===== config.mk =====
export PLATFORM = sky130hd
export DESIGN_NAME = phlock_alarm_top
export DESIGN_NICKNAME = d
export VERILOG_FILES = /design/src/rtl/phla_pkg.sv /design/src/rtl/phla_period.sv /design/src/rtl/phla_lock_timer.sv /design/src/rtl/phla_alarm_slot.sv /design/src/rtl/phlock_alarm_top.sv
export SDC_FILE = /design/constraint.sdc
export NUM_CORES = 1
export LEC_CHECK = 0
export BUFFER_PORTS_ARGS = -buffer_cell sky130_fd_sc_hd__buf_2
export CORE_ASPECT_RATIO = 2
export CORE_UTILIZATION = 60
export CTS_CLUSTER_SIZE = 10
export DETAILED_ROUTE_END_ITERATION = 8
export GPL_TIMING_DRIVEN = 1
export PLACE_DENSITY = 0.78
export SYNTH_ARGS = -nofsm -noshare
export SYNTH_HDL_FRONTEND = slang
export SYNTH_SLANG_ARGS = --single-unit

===== constraint.sdc =====
create_clock -name clk -period 4.6 [get_ports clk]
set_input_delay 0.46 -clock clk [delete_from_list [all_inputs] [get_ports clk]]
set_output_delay 0.46 -clock clk [all_outputs]
set_load 0.1 [all_outputs]

===== src/rtl/phla_pkg.sv =====
package phla_pkg;
    typedef enum logic {
        CLR_BY_WRITE = 1'b0,
        CLR_BY_TIME  = 1'b1
    } clr_mode_e;
endpackage


===== src/rtl/phla_period.sv =====
module phla_period #(
    parameter int CNT_W = 6,
    parameter int MUL_W = 2,
    localparam int PER_W = CNT_W + (1 << MUL_W) - 1
) (
    input  logic [CNT_W-1:0] base_cnt,
    input  logic [MUL_W-1:0] scale,
    output logic [PER_W-1:0] period
);
    // Scale is a left shift: x1, x2, x4, x8 for the default 2-bit field
    always_comb begin
        period = {{(PER_W-CNT_W){1'b0}}, base_cnt} << scale;
    end
endmodule


===== src/rtl/phla_lock_timer.sv =====
module phla_lock_timer #(
    parameter int N_INPUTS = 12,
    parameter int IDX_W    = 4,
    parameter int PER_W    = 9
) (
    input  logic                clk,
    input  logic                rst_n,
    input  logic                sec_tick,
    input  logic                phase_locked,
    input  logic [IDX_W-1:0]    sel_idx,
    input  logic [PER_W-1:0]    period,
    output logic [N_INPUTS-1:0] raise_vec,
    output logic [PER_W-1:0]    cnt_o
);
    typedef struct packed {
        logic [PER_W-1:0] cnt;
        logic [IDX_W-1:0] prev;
    } tmr_t;

    tmr_t st_d, st_q;
    logic hit_d;
    logic sel_moved;

    always_comb begin
        st_d      = st_q;
        st_d.prev = sel_idx;
        hit_d     = 1'b0;
        sel_moved = (sel_idx != st_q.prev);
        if (phase_locked || sel_moved || (period == '0)) begin
            st_d.cnt = '0;
        end else if (sec_tick) begin
            if (({1'b0, st_q.cnt} + {{PER_W{1'b0}}, 1'b1}) >= {1'b0, period}) begin
                st_d.cnt = '0;
                hit_d    = 1'b1;
            end else begin
                st_d.cnt = st_q.cnt + 1'b1;
            end
        end
    end

    always_ff @(posedge clk) begin
        if (!rst_n) begin
            st_q <= '0;
        end else begin
            st_q <= st_d;
        end
    end

    for (genvar gi = 0; gi < N_INPUTS; gi++) begin : g_dec
        assign raise_vec[gi] = hit_d && (sel_idx == IDX_W'(gi));
    end

    assign cnt_o = st_q.cnt;
endmodule


===== src/rtl/phla_alarm_slot.sv =====
module phla_alarm_slot #(
    parameter int PER_W = 9
) (
    input  logic             clk,
    input  logic             rst_n,
    input  logic             sec_tick,
    input  logic             auto_mode,
    input  logic             w1c,
    input  logic             raise,
    input  logic [PER_W-1:0] period,
    output logic             alarm_o
);
    typedef struct packed {
        logic             alarm;
        logic [PER_W-1:0] age;
    } slot_t;

    slot_t st_d, st_q;

    always_comb begin
        st_d = st_q;
        if (raise) begin
            st_d.alarm = 1'b1;
            st_d.age   = '0;
        end else if (st_q.alarm) begin
            if (auto_mode) begin
                if (sec_tick) begin
                    if (({1'b0, st_q.age} + {{PER_W{1'b0}}, 1'b1}) >= {1'b0, period}) begin
                        st_d.alarm = 1'b0;
                        st_d.age   = '0;
                    end else begin
                        st_d.age = st_q.age + 1'b1;
                    end
                end
            end else if (w1c) begin
                st_d.alarm = 1'b0;
                st_d.age   = '0;
            end
        end
    end

    always_ff @(posedge clk) begin
        if (!rst_n) begin
            st_q <= '0;
        end else begin
            st_q <= st_d;
        end
    end

    assign alarm_o = st_q.alarm;
endmodule


===== src/rtl/phlock_alarm_top.sv =====
module phlock_alarm_top #(
    parameter int N_INPUTS = 12,
    parameter int CNT_W    = 6,
    parameter int MUL_W    = 2,
    localparam int IDX_W   = $clog2(N_INPUTS + 1),
    localparam int PER_W   = CNT_W + (1 << MUL_W) - 1
) (
    input  logic                clk,
    input  logic                rst_n,
    input  logic                sec_tick,
    input  logic [IDX_W-1:0]    sel_idx,
    input  logic                phase_locked,
    input  logic [CNT_W-1:0]    timeout_val,
    input  logic [MUL_W-1:0]    mult_sel,
    input  logic                auto_clr_mode,
    input  logic [N_INPUTS-1:0] w1c_strobe,
    output logic [N_INPUTS-1:0] alarm,
    output logic [N_INPUTS-1:0] disqual
);
    import phla_pkg::*;

    logic [PER_W-1:0]    period_w;
    logic [N_INPUTS-1:0] raise_w;
    logic [PER_W-1:0]    lock_cnt_w;
    logic                by_time;

    assign by_time = (clr_mode_e'(auto_clr_mode) == CLR_BY_TIME);

    phla_period #(.CNT_W(CNT_W), .MUL_W(MUL_W)) u_period (
        .base_cnt (timeout_val),
        .scale    (mult_sel),
        .period   (period_w)
    );

    phla_lock_timer #(.N_INPUTS(N_INPUTS), .IDX_W(IDX_W), .PER_W(PER_W)) u_timer (
        .clk          (clk),
        .rst_n        (rst_n),
        .sec_tick     (sec_tick),
        .phase_locked (phase_locked),
        .sel_idx      (sel_idx),
        .period       (period_w),
        .raise_vec    (raise_w),
        .cnt_o        (lock_cnt_w)
    );

    for (genvar gi = 0; gi < N_INPUTS; gi++) begin : g_slot
        phla_alarm_slot #(.PER_W(PER_W)) u_slot (
            .clk       (clk),
            .rst_n     (rst_n),
            .sec_tick  (sec_tick),
            .auto_mode (by_time),
            .w1c       (w1c_strobe[gi]),
            .raise     (raise_w[gi]),
            .period    (period_w),
            .alarm_o   (alarm[gi])
        );
    end

    assign disqual = alarm;
endmodule


; ---- Word-level counts from Yosys, hierarchy flattened
; Index checks and enable logic that the tools add are counted.
[totals]
ff_bits = 133
in_bits = 29
wordCells = 221
out_inout_bits = 24
[classes]
reduce_logical = 53
n_eq_ne = 13
n_addsub = 26
n_bitwise = 1
n_lt_le_gt_ge = 13
shift = 1
muxes = 88
[ops]
columns = op, n
row1 = 10-bit two-way mux, 60
row2 = 9-bit by 1-bit adder with 10-bit output (second input constant), 13
row3 = 10-bit by 9-bit >= comparator with 1-bit output, 13
row4 = 9-bit by 1-bit adder with 9-bit output (second input constant), 13
row5 = 9-bit two-way mux, 13
row6 = 3-bit AND reduction, 12
row7 = 2-bit OR reduction, 13
row8 = 2-bit nonzero test, 12
row9 = 4-bit by 3-bit == test with 1-bit output (second input constant), 4
row10 = 4-bit == test (second input constant), 4
row11 = 1-bit two-way mux, 15
row12 = 1-bit logical AND, 12
row13 = 9-bit zero test, 1
row14 = 6-bit by 2-bit left shift with 9-bit output, 1
row15 = 4-bit by 2-bit == test with 1-bit output (second input constant), 2
row16 = 4-bit by 1-bit == test with 1-bit output (second input constant), 1
row17 = 4-bit zero test, 1
row18 = 4-bit inequality test, 1
row19 = 1-bit logical OR, 2
row20 = 2-bit inequality test (second input constant), 1
row21 = 1-bit NOT, 1

; ---- Logic depth before layout (Yosys ltp)
; Gate-level depths: netlist (run 1).
[logic_depth]
depth_word = 7
ltp_mapped = 14
mapped_depth_nobuf = 12

; ---- Modules after synthesis
; From an unflattened synthesis (run 1), not the netlist that was laid out.
[hier_totals]
hier_cells = 1110
area_unflattened_um2 = 10427.5
[modules_own_cells]
columns = mod, area_per_inst_um2, seq_area_each_um2, cells_per_inst, instances
row1 = phla_alarm_slot (g_slot[3].u_slot ...), 701.9, 200.2, 75, 7
row2 = phla_alarm_slot (g_slot[0].u_slot ...), 809.5, 200.2, 82, 5
row3 = phla_lock_timer, 1232.4, 260.2, 145, 1
row4 = phla_period, 143.9, 0.0, 18, 1
row5 = phlock_alarm_top, 90.1, 0.0, 12, 1

; ---- Worst setup path before layout (run 1)
; Ideal clock, no wire load.
[synth_timing]
kind = input port to flip-flop
start = in mult_sel[0]
end = reg g_slot[6].u_slot.st_q[5] (netlist bit)
required_ps = 4522
cell_stages = 10
setup_time_ps = 78
n_path_buf = 1
slack_ps = 678
arrival_time_ps = 3844
cell_sequence = buf_4 -> mux2_2 -> o21ai_0 -> ha_1 -> a21oi_1 -> a21boi_0 -> o31a_1 -> nor4b_1 -> a22oi_1 -> nor3_1
[synth_between]
elab_chain_cells = 7
word_cells_on_any_way = 13
cone_classes = order compare (2) / shift (1) / mux (6) / reduce/logical (4)
[synth_lines]
columns = element, line_no
row1 = "start, declared", phlock_alarm_top.sv:14  ; input logic [MUL_W-1:0] mult_sel,
row2 = 6-bit by 2-bit left shift with 9-bit output *, phla_period.sv:12  ; period = {{(PER_W-CNT_W){1'b0}}, base_cnt} << scale;
row3 = 10-bit by 9-bit >= comparator with 1-bit output, phla_lock_timer.sv:32  ; if (({1'b0, st_q.cnt} + {{PER_W{1'b0}}, 1'b1}) >= {1'b0, period}) begin
row4 = 1-bit two-way mux, phla_lock_timer.sv:32
row5 = 1-bit two-way mux, phla_lock_timer.sv:31  ; end else if (sec_tick) begin
row6 = 1-bit two-way mux, phla_lock_timer.sv:29  ; if (phase_locked || sel_moved || (period == '0)) begin
row7 = 1-bit logical AND, phla_lock_timer.sv:50  ; assign raise_vec[gi] = hit_d && (sel_idx == IDX_W'(gi));
row8 = 2-bit OR reduction (no line), n/a
row9 = "end signal, assigned", phla_alarm_slot.sv:46  ; st_q <= st_d;
row10 = "end, declared", phla_alarm_slot.sv:18  ; slot_t st_d, st_q;
; Every way passes the cells marked *; elsewhere a longest branch is shown, timed or not. The select of a mux whose other input is x is not followed.
; A chain may end at the register's enable or synchronous reset.

; ---- Worst setup path after layout (run 1)
[layout_timing]
start = reg u_timer.st_q, in the netlist u_timer.cnt_o[2]
end = reg g_slot[2].u_slot.st_q, in the netlist g_slot[2].u_slot.alarm_o
[layout_between]
elab_chain_cells = 7
[layout_lines]
columns = element, line_no
row1 = "start, declared", phla_lock_timer.sv:20  ; tmr_t st_d, st_q;
row2 = "start signal, assigned", phla_lock_timer.sv:45  ; st_q <= st_d;
row3 = 9-bit by 1-bit adder with 10-bit output, phla_lock_timer.sv:32
row4 = 10-bit by 9-bit >= comparator with 1-bit output, phla_lock_timer.sv:32
row5 = 1-bit two-way mux, phla_lock_timer.sv:32
row6 = 1-bit two-way mux, phla_lock_timer.sv:31
row7 = 1-bit two-way mux, phla_lock_timer.sv:29
row8 = 1-bit logical AND, phla_lock_timer.sv:50
row9 = 10-bit two-way mux, phla_alarm_slot.sv:22  ; if (raise) begin
row10 = "end signal, assigned", phla_alarm_slot.sv:46
row11 = "end, declared", phla_alarm_slot.sv:18
; Every way passes these cells.

==> out/summary.txt, run 1 <==
CP max stage delay - 0.54 ns
crit-path cells - nand3_2, or2_1, or2_2, xnor2_1, ha_1, a211o_1, a21oi_1, o21ai_0, o221ai_4, buf_4, a2111oi_4, o21a_1
cts bufs inserted - 17
Die X-Extent - 95.4 um
Final Util - 0.666
Overflow after GRT - 0
routed via count - 9755
post-cts resize count - 0
nets@finish - 1415
remaining antenna violation count - 0
Synthesis Warnings - 0
leakage power - 4.76 nW
vias in the first global route - 9662
CTS H-tree lvls - 4
Yosys cell types - 75
initial antenna violation count - 0
violated checks - DRC
CP top delay family - compound AO/OA/AOI/OAI gates
Slew Limit Headroom - 0.188
post-route setup slack - 0.964 ns
Detailed Place HPWL - 20.4 mm
proportion of layout cells with a drive suffix above 1 - 0.133
Clock Latency Late Sink - 0.43 ns
placed inst area - 0.0108 mm2
Final setup viols - 0
largest net degree at the start of global routing - 101
ys async rst share - 0
Yosys top cell by area - dfxtp_1
row count - 68
EDFF count, synth - 0
Reg area - 0.00266 mm2
Initial Util - 0.609
Crit path depth - 12
Worst VDD drop - 0.179 mV
die height - 189 um
# IOs - 53
Power Density - 250 mW/mm2
Longest Clk Path Bufs - 2
Power, Total - 2.87 mW
1st-pass router iterations - 9
Worst Tran Pin Value - 1.22 ns
fillers - 1457
status - finished with violations
Post-Route Setup TNS - 0 ns
CP max FO - 13
syn_nets - 1380
area of the multi-input gates - 0.00742 mm2
fin crit share - 0.790
Final Instance Area - 0.0115 mm2
Clock Skew - 0.00713 ns
CTS tree - built
dpl ws - 0.879 ns
Synth Instances - 1221
Clock Sinks - 133
CP Capture Type - flip-flop
Critical Path RT - 4.92 ns
data arrival time of the critical path - 3.96 ns
Via density - 6.60
Area Overhead vs Synth - 9.33%
top-area cell type share of the netlist area - 0.254
most frequent cells after synthesis - 133 x dfxtp_1, 130 x ha_1, 101 x nand2_1
Root Driver - clkbuf_16
CP Class - flip-flop to flip-flop
most frequent cell after synthesis - dfxtp_1
worst r2r path cells - 12
DR iter-0 viols - 432
Die ar. - 0.0180 mm2
number of max-cap violations - 0
RSZ-0062 raised after global routing - false
Finished Layout Cells - 1478
Hold/Removal Path Class - primary input to flip-flop
Worst-path clk slew - 0.06 ns
final hold slack - 0.317 ns
Remaining DRCs - 2
Synth Cell Area - 0.0105 mm2
dpl cells - 1447
Fin. Hold Viols - 0
I/O Buffers - 52
fmax - 275 MHz
register area share after synthesis - 0.254
top cells by area, synth - dfxtp_1 25%, ha_1 16%, a22oi_1 4.0%
fin crit period - 3.64 ns
first-pass GRT wire length - 46.5 mm
startpoint types - flip-flop
routed wire length - 28.7 mm
Slew Limit Fails - 0
number of antenna diodes - 0
register bit total from synthesis - 133
Post-synth top flop - dfxtp_1
GRT Total Usage - 0.331
# hold bufs at CTS - 0
hold depth - 2
Core ar. - 0.0172 mm2
DR WL/cell - 19.4 um
syn_area_per_cell - 8.58 um2
Worst path slowest cell - o221ai_4
postcts setup bufs - 0
WP buf/inv - 1
GPL Wtd Cong - 0.851
[flip-flops by register name (all words and copies together) (netlist names)]
name,flops
u_timer.cnt_o,9
g_slot.u_slot.st_q,108
u_timer.st_q,4
g_slot.u_slot.alarm_o,12
[cell type report]
cell class | count | share of cell area
timing repair buffer | 72 | 0.0358
clock inverter | 13 | 0.0160
clock buffer | 18 | 0.0384
multi-input combinational | 1014 | 0.648
sequential | 133 | 0.233
inverter | 18 | 0.00601
tap | 210 | 0.0229
[where the power goes]
part           leakage (nW)  internal (mW)  switching, mW
combinational          3.39         0.0867          0.175
clock                 0.294          0.915          0.536
sequential             1.07           1.15       0.000875
[cell usage in the layout, fill, tap and decap left out, types with 17 or more instances in the layout]
cell type	instances
a22oi_1	56
clkbuf_16	17
xor2_1	27
xnor2_1	41
buf_2	52
and3_1	36
or2_2	30
o21ai_0	54
inv_1	17
ha_1	130
a211oi_1	38
and2_1	17
nand2b_1	34
a21oi_1	55
buf_4	20
nand2_1	101
dfxtp_1	133
nand3_1	45
nand4_1	36
o21a_1	21
nor2_1	36
nor3_1	83
nor2b_1	39
[cells by family after synthesis]
family,count (synthesis),share of synthesized area
flip-flops,133,0.254
multiplexers,15,0.0173
AND/OR/NAND/NOR,489,0.250
buffers and inverters,74,0.0392
adder cells (fa/ha/maj),130,0.155
XOR/XNOR,68,0.0569
AO/OA/AOI/OAI,312,0.227
[layer usage]
metal  up-vias  track usage  routed length [um]
met1      4650        0.341               10500
li1       4663            -                   -
met3       131       0.0622                1310
met2       311        0.592               14900
met4         0        0.209                1910
met5         -            0                   0
[worst paths after layout]
kind                                         startpoint                                    end  slack [ns]
hold reg to reg   g_slot[9].u_slot.st_q[8]$_SDFFE_PP0P_  g_slot[9].u_slot.st_q[8]$_SDFFE_PP0P_        0.49
setup / recovery          u_timer.cnt_o[2]$_SDFFE_PP0P_    g_slot[2].u_slot.alarm_o$_SDFF_PN0_        0.96
hold / removal                               sel_idx[3]             u_timer.st_q[3]$_SDFF_PN0_        0.32
setup reg to reg          u_timer.cnt_o[2]$_SDFFE_PP0P_    g_slot[2].u_slot.alarm_o$_SDFF_PN0_        0.96
Note: power is estimated with default switching activity, not from simulation.
==> run 2: changes to the inputs <==
--- a/config.mk
+++ b/config.mk
@@ -7,7 +7,7 @@
 export LEC_CHECK = 0
 export BUFFER_PORTS_ARGS = -buffer_cell sky130_fd_sc_hd__buf_2
 export CORE_ASPECT_RATIO = 2
-export CORE_UTILIZATION = 60
+export CORE_UTILIZATION = 57
 export CTS_CLUSTER_SIZE = 10
 export DETAILED_ROUTE_END_ITERATION = 8
 export GPL_TIMING_DRIVEN = 1
==> constraint.sdc (replaced) <==
create_clock -name clk -period 3.12 [get_ports clk]
set_input_delay 0.312 -clock clk [delete_from_list [all_inputs] [get_ports clk]]
set_output_delay 0.312 -clock clk [all_outputs]
set_load 0.1 [all_outputs]
==> out/summary.txt, run 2 (synthesis gave the netlist of run 1 again) <==
hold depth - 2
fin crit period - 3.02 ns
Root Driver - clkbuf_16
DR WL/cell - 19.2 um
vias in the first global route - 10106
Clock Sinks - 133
first-pass GRT wire length - 48.0 mm
nets@finish - 1473
worst r2r src - g_slot[5].u_slot.st_q[0]$_SDFFE_PP0P_
worst r2r path cells - 11
GRT Total Usage - 0.316
violated checks - DRC
CTS tree - built
I/O Buffers - 52
Worst Tran Pin Value - 0.959 ns
Reg2Reg Setup Slack - 0.10 ns
number of antenna diodes - 0
Worst-path clk slew - 0.06 ns
fmax - 331 MHz
placed inst area - 0.0112 mm2
startpoint types - flip-flop
cts bufs inserted - 17
1st-pass router iterations - 7
Overflow after GRT - 0
Core ar. - 0.0179 mm2
RSZ-0062 raised after global routing - true
Die X-Extent - 97.9 um
CP Class - flip-flop to flip-flop
Fin. Hold Viols - 0
Via density - 6.50
Final Instance Area - 0.0120 mm2
Longest Clk Path Bufs - 2
initial antenna violation count - 0
DR iter-0 viols - 535
fin crit share - 0.967
Power Density - 347 mW/mm2
routed wire length - 29.6 mm
CP max FO - 7
leakage power - 5.07 nW
Hold/Removal Path Class - primary input to flip-flop
reg2reg end - g_slot[5].u_slot.st_q[7]$_SDFFE_PP0P_
Critical Path RT - 3.46 ns
Worst VDD drop - 0.355 mV
Initial Util - 0.586
status - finished with violations
final hold slack - 0.175 ns
Die ar. - 0.0190 mm2
data arrival time of the critical path - 3.36 ns
Slew Limit Headroom - 0.354
remaining antenna violation count - 0
Slew Limit Fails - 0
Clock Skew - 0.00771 ns
largest net degree at the start of global routing - 65
Area Overhead vs Synth - 14.2%
GPL Wtd Cong - 0.990
proportion of layout cells with a drive suffix above 1 - 0.179
Hold Path Origin - sel_idx[3]
Hold Path End - u_timer.st_q[3]$_SDFF_PN0_
Clock Latency Late Sink - 0.43 ns
# IOs - 53
die height - 194 um
Remaining DRCs - 7
CTS H-tree lvls - 4
routed via count - 10011
CP Capture Type - flip-flop
most common cell after layout, fill and taps aside - dfxtp_1
max FFs per register - 108
most frequent cells in the layout - 130 x dfxtp_1, 129 x ha_1, 101 x nand2_1
Detailed Place HPWL - 21.4 mm
row count - 69
Most flops, register - g_slot.u_slot.st_q
Setup crit start - g_slot[5].u_slot.st_q[0]$_SDFFE_PP0P_
Final setup viols - 0
number of max-cap violations - 0
run 2: changes by cell type in the layout (fill, tap and decap cells not counted), sizes merged:
cell	delta
buf	+58
clkbuf	+5
bufinv	-2
clkinvlp	-2
run 2: layout make-up:
class	count	area, um2
fill	1453	5910
timing repair buffer	130	891
sequential	133	2670
inverter	18	68.8
clock buffer	23	488
clock inverter	9	100
tap	213	267
multi-input combinational	1014	7480
run 2: worst max-delay path by stage:
stage                                                 end  slack, ns  cells after the start
finish              g_slot[5].u_slot.st_q[7]$_SDFFE_PP0P_       0.10                     11
floorplan                   u_timer.cnt_o[3]$_SDFFE_PP0P_       0.03                     14
global route        g_slot[7].u_slot.st_q[0]$_SDFFE_PP0P_      -0.04                     12
global placement    g_slot[7].u_slot.st_q[5]$_SDFFE_PP0P_       0.07                     10
CTS                 g_slot[7].u_slot.st_q[1]$_SDFFE_PP0P_      0.004                     10
detailed placement  g_slot[7].u_slot.st_q[5]$_SDFFE_PP0P_       0.02                     10
run 2: critical path, stage by stage, from the launching register on:
cell and delay, ns:
dfxtp_1 0.42, ha_1 0.22, and3_1 0.24, xor2_1 0.30, ha_1 0.32, a21oi_1 0.14, a21boi_0 0.11, o31ai_1 0.44
buf_4 0.24, nand3_1 0.13, nand2b_1 0.19, a211oi_1 0.18
run 2: layer usage:
layer,part of all wire,global-route usage,vias up
met1,0.36,0.307,4777
met2,0.53,0.587,317
li1,-,-,4773
met3,0.041,0.0479,144
met4,0.069,0.237,0
met5,0,0,-
run 2: where the power goes:
| part | total (mW) | internal, mW | switching [mW] |
|---|---|---|---|
| clock network | 2.03 | 1.25 | 0.777 |
| logic | 0.418 | 0.150 | 0.269 |
| registers | 1.70 | 1.70 | 0.00129 |
| total | 4.15 | 3.10 | 1.05 |
run 2: metrics by stage:
| step | setup slack [ns] | TNS [ns] | util | total power, mW | cells |
|---|---|---|---|---|---|
| 3_3_place_gp | 0.0726 | 0 | 0.629 | 2.13 | 1503 |
| 2_1_floorplan | 0.0261 | 0 | - | 1.98 | 1221 |
| 3_5_place_dp | 0.0240 | 0 | 0.629 | 2.14 | 1503 |
| 4_1_cts | 0.00356 | 0 | 0.662 | 4.16 | 1535 |
| 5_1_grt | -0.0387 | -0.109 | 0.669 | 4.29 | 1540 |
| 6_report | 0.102 | 0 | 0.669 | 4.15 | 1540 |
run 2: timing repair:
action,4_1_cts,5_1_grt
buffers inserted,0,5
gates resized for setup,0,22
hold buffers,0,0
endpoints found under the setup margin,0,118
==> run 3: changes to the inputs <==
--- a/config.mk
+++ b/config.mk
@@ -7,11 +7,12 @@
 export LEC_CHECK = 0
 export BUFFER_PORTS_ARGS = -buffer_cell sky130_fd_sc_hd__buf_2
 export CORE_ASPECT_RATIO = 2
-export CORE_UTILIZATION = 57
+export CORE_UTILIZATION = 58
+export CTS_BUF_LIST = sky130_fd_sc_hd__clkbuf_2 sky130_fd_sc_hd__clkbuf_4 sky130_fd_sc_hd__clkbuf_8
 export CTS_CLUSTER_SIZE = 10
 export DETAILED_ROUTE_END_ITERATION = 8
 export GPL_TIMING_DRIVEN = 1
-export PLACE_DENSITY = 0.78
+export PLACE_DENSITY = 0.79
 export SYNTH_ARGS = -nofsm -noshare
 export SYNTH_HDL_FRONTEND = slang
 export SYNTH_SLANG_ARGS = --single-unit
==> out/summary.txt, run 3 (synthesis gave the netlist of run 1 again) <==
dpl cells - 1500
leakage power - 4.96 nW
CP max FO - 8
nets@finish - 1469
status - finished, final reports clean
startpoint types - flip-flop
Slew Limit Fails - 0
DR iter-0 viols - 521
Critical Path RT - 3.49 ns
reg2reg end - g_slot[4].u_slot.st_q[2]$_SDFFE_PP0P_
most common cell after layout, fill and taps aside - dfxtp_1
Remaining DRCs - 0
fin crit period - 2.94 ns
Slew Limit Headroom - 0.253
Worst-path clk slew - 0.07 ns
Clock Latency Late Sink - 0.46 ns
Reg2Reg Setup Slack - 0.18 ns
CTS tree - built
data arrival time of the critical path - 3.31 ns
fmax - 340 MHz
Root Driver - clkbuf_8
Power Density - 310 mW/mm2
Hold/Removal Path Class - primary input to flip-flop
fillers - 1475
Most flops, register - g_slot.u_slot.st_q
Clock Skew - 0.0121 ns
Die X-Extent - 97.0 um
Hold Path End - u_timer.st_q[3]$_SDFF_PN0_
Overflow after GRT - 0
proportion of layout cells with a drive suffix above 1 - 0.177
CP Class - flip-flop to flip-flop
final hold slack - 0.159 ns
row count - 69
I/O Buffers - 52
DR WL/cell - 19.0 um
fin crit share - 0.944
# IOs - 53
1st-pass router iterations - 5
vias in the first global route - 9994
die height - 192 um
remaining antenna violation count - 0
most frequent cells in the layout - 130 x dfxtp_1, 128 x ha_1, 101 x nand2_1
uppermost routed layer - met5
wire length on met2 - 15.2 mm
Worst Tran Pin Value - 1.11 ns
largest net degree at the start of global routing - 67
WL met1 - 10.8 mm
Final Util - 0.664
area of the multi-input gates - 0.00747 mm2
CP max stage delay - 0.37 ns
first-pass GRT wire length - 46.9 mm
hold depth - 2
Reg area - 0.00267 mm2
Via density - 6.45
worst r2r path cells - 13
Hold Path Origin - sel_idx[3]
GRT Total Usage - 0.313
Finished Layout Cells - 1535
routed wire length - 29.2 mm
Detailed Place HPWL - 21.7 mm
number of antenna diodes - 0
Die ar. - 0.0186 mm2
CTS H-tree lvls - 4
Area Overhead vs Synth - 12.2%
Core ar. - 0.0177 mm2
routed via count - 9904
Clock Sinks - 133
met3 WL - 1.18 mm
Fin. Hold Viols - 0
number of max-cap violations - 0
initial antenna violation count - 1
Worst VDD drop - 0.238 mV
Longest Clk Path Bufs - 2
Worst path slowest cell - dfxtp_1
worst r2r src - g_slot[4].u_slot.st_q[0]$_SDFFE_PP0P_
cts bufs inserted - 17
max FFs per register - 108
# hold bufs at CTS - 0
Final setup viols - 0
crit-path cells - ha_1, and3_1, and3_1, nor2b_1, or2_2, ha_1, a21o_1, a21oi_1, o21ai_0, a211oi_1, buf_4, o21ai_0, a211oi_1
GPL Wtd Cong - 0.916
CP Capture Type - flip-flop
Initial Util - 0.592
[run 3: cell types whose count changed in the layout (fill, tap and decap cells not counted), sizes merged]
cell	change
clkinv	-3
buf	-4
clkbuf	+1
clkinvlp	+1
[run 3: cell type report]
cell class / count / share of cell area
multi-input cells: 1014 / 0.636
well taps: 213 / 0.0227
clock inverters: 7 / 0.00820
flip-flops and latches: 133 / 0.227
inverters: 18 / 0.00585
repair buffers: 126 / 0.0743
clock buffers: 24 / 0.0265
[run 3: timing repair]
| action | 4_1_cts | 5_1_grt |
|---|---|---|
| setup buffers | 0 | 4 |
| resized for setup | 0 | 14 |
| setup endpoints to repair | 0 | 109 |
[run 3: report_power, final]
part,switching [mW],total [mW],internal [mW]
Combinational,0.269,0.426,0.157
Sequential,0.00126,1.70,1.70
Clock,0.704,1.52,0.817
[run 3: critical path: cells and delay by family, from the launching register on]
kind | cells | cell delay, ns
fa+ha+maj | 2 | 0.43
compound gates | 6 | 0.98
simple gates | 4 | 0.87
buf+inv | 1 | 0.19
flops | 1 | 0.37
[run 3: per-layer routing]
layer  vias to the layer above  GRT usage
met1                      4735      0.305
met3                       135     0.0480
met4                         2      0.245
li1                       4754          -
met2                       278      0.585
met5                         -          0
[run 3: metrics by stage]
| stage | setup slack (ns) | total power, mW | cell area [um2] | TNS [ns] |
|---|---|---|---|---|
| 2_1_floorplan | 0.0261 | 1.98 | 10500 | 0 |
| 3_3_place_gp | 0.114 | 2.14 | 11300 | 0 |
| 3_5_place_dp | 0.0424 | 2.15 | 11300 | 0 |
| 4_1_cts | 0.0997 | 3.66 | 11700 | 0 |
| 5_1_grt | -0.0387 | 3.76 | 11800 | -0.0448 |
| 6_report | 0.176 | 3.65 | 11800 | 0 |
[run 3: how the worst max path moves through the flow]
stage	end	cells past startpoint	slack, ns	from
2_1_floorplan	u_timer.cnt_o[3]$_SDFFE_PP0P_	14	0.03	u_timer.cnt_o[2]$_SDFFE_PP0P_
3_3_place_gp	g_slot[10].u_slot.alarm_o$_SDFF_PN0_	12	0.11	mult_sel[1]
3_5_place_dp	g_slot[8].u_slot.st_q[2]$_SDFFE_PP0P_	12	0.04	mult_sel[0]
4_1_cts	g_slot[2].u_slot.alarm_o$_SDFF_PN0_	13	0.1	u_timer.cnt_o[1]$_SDFFE_PP0P_
5_1_grt	g_slot[10].u_slot.st_q[2]$_SDFFE_PP0P_	13	-0.04	g_slot[10].u_slot.st_q[0]$_SDFFE_PP0P_
6_report	g_slot[4].u_slot.st_q[2]$_SDFFE_PP0P_	13	0.18	g_slot[4].u_slot.st_q[0]$_SDFFE_PP0P_
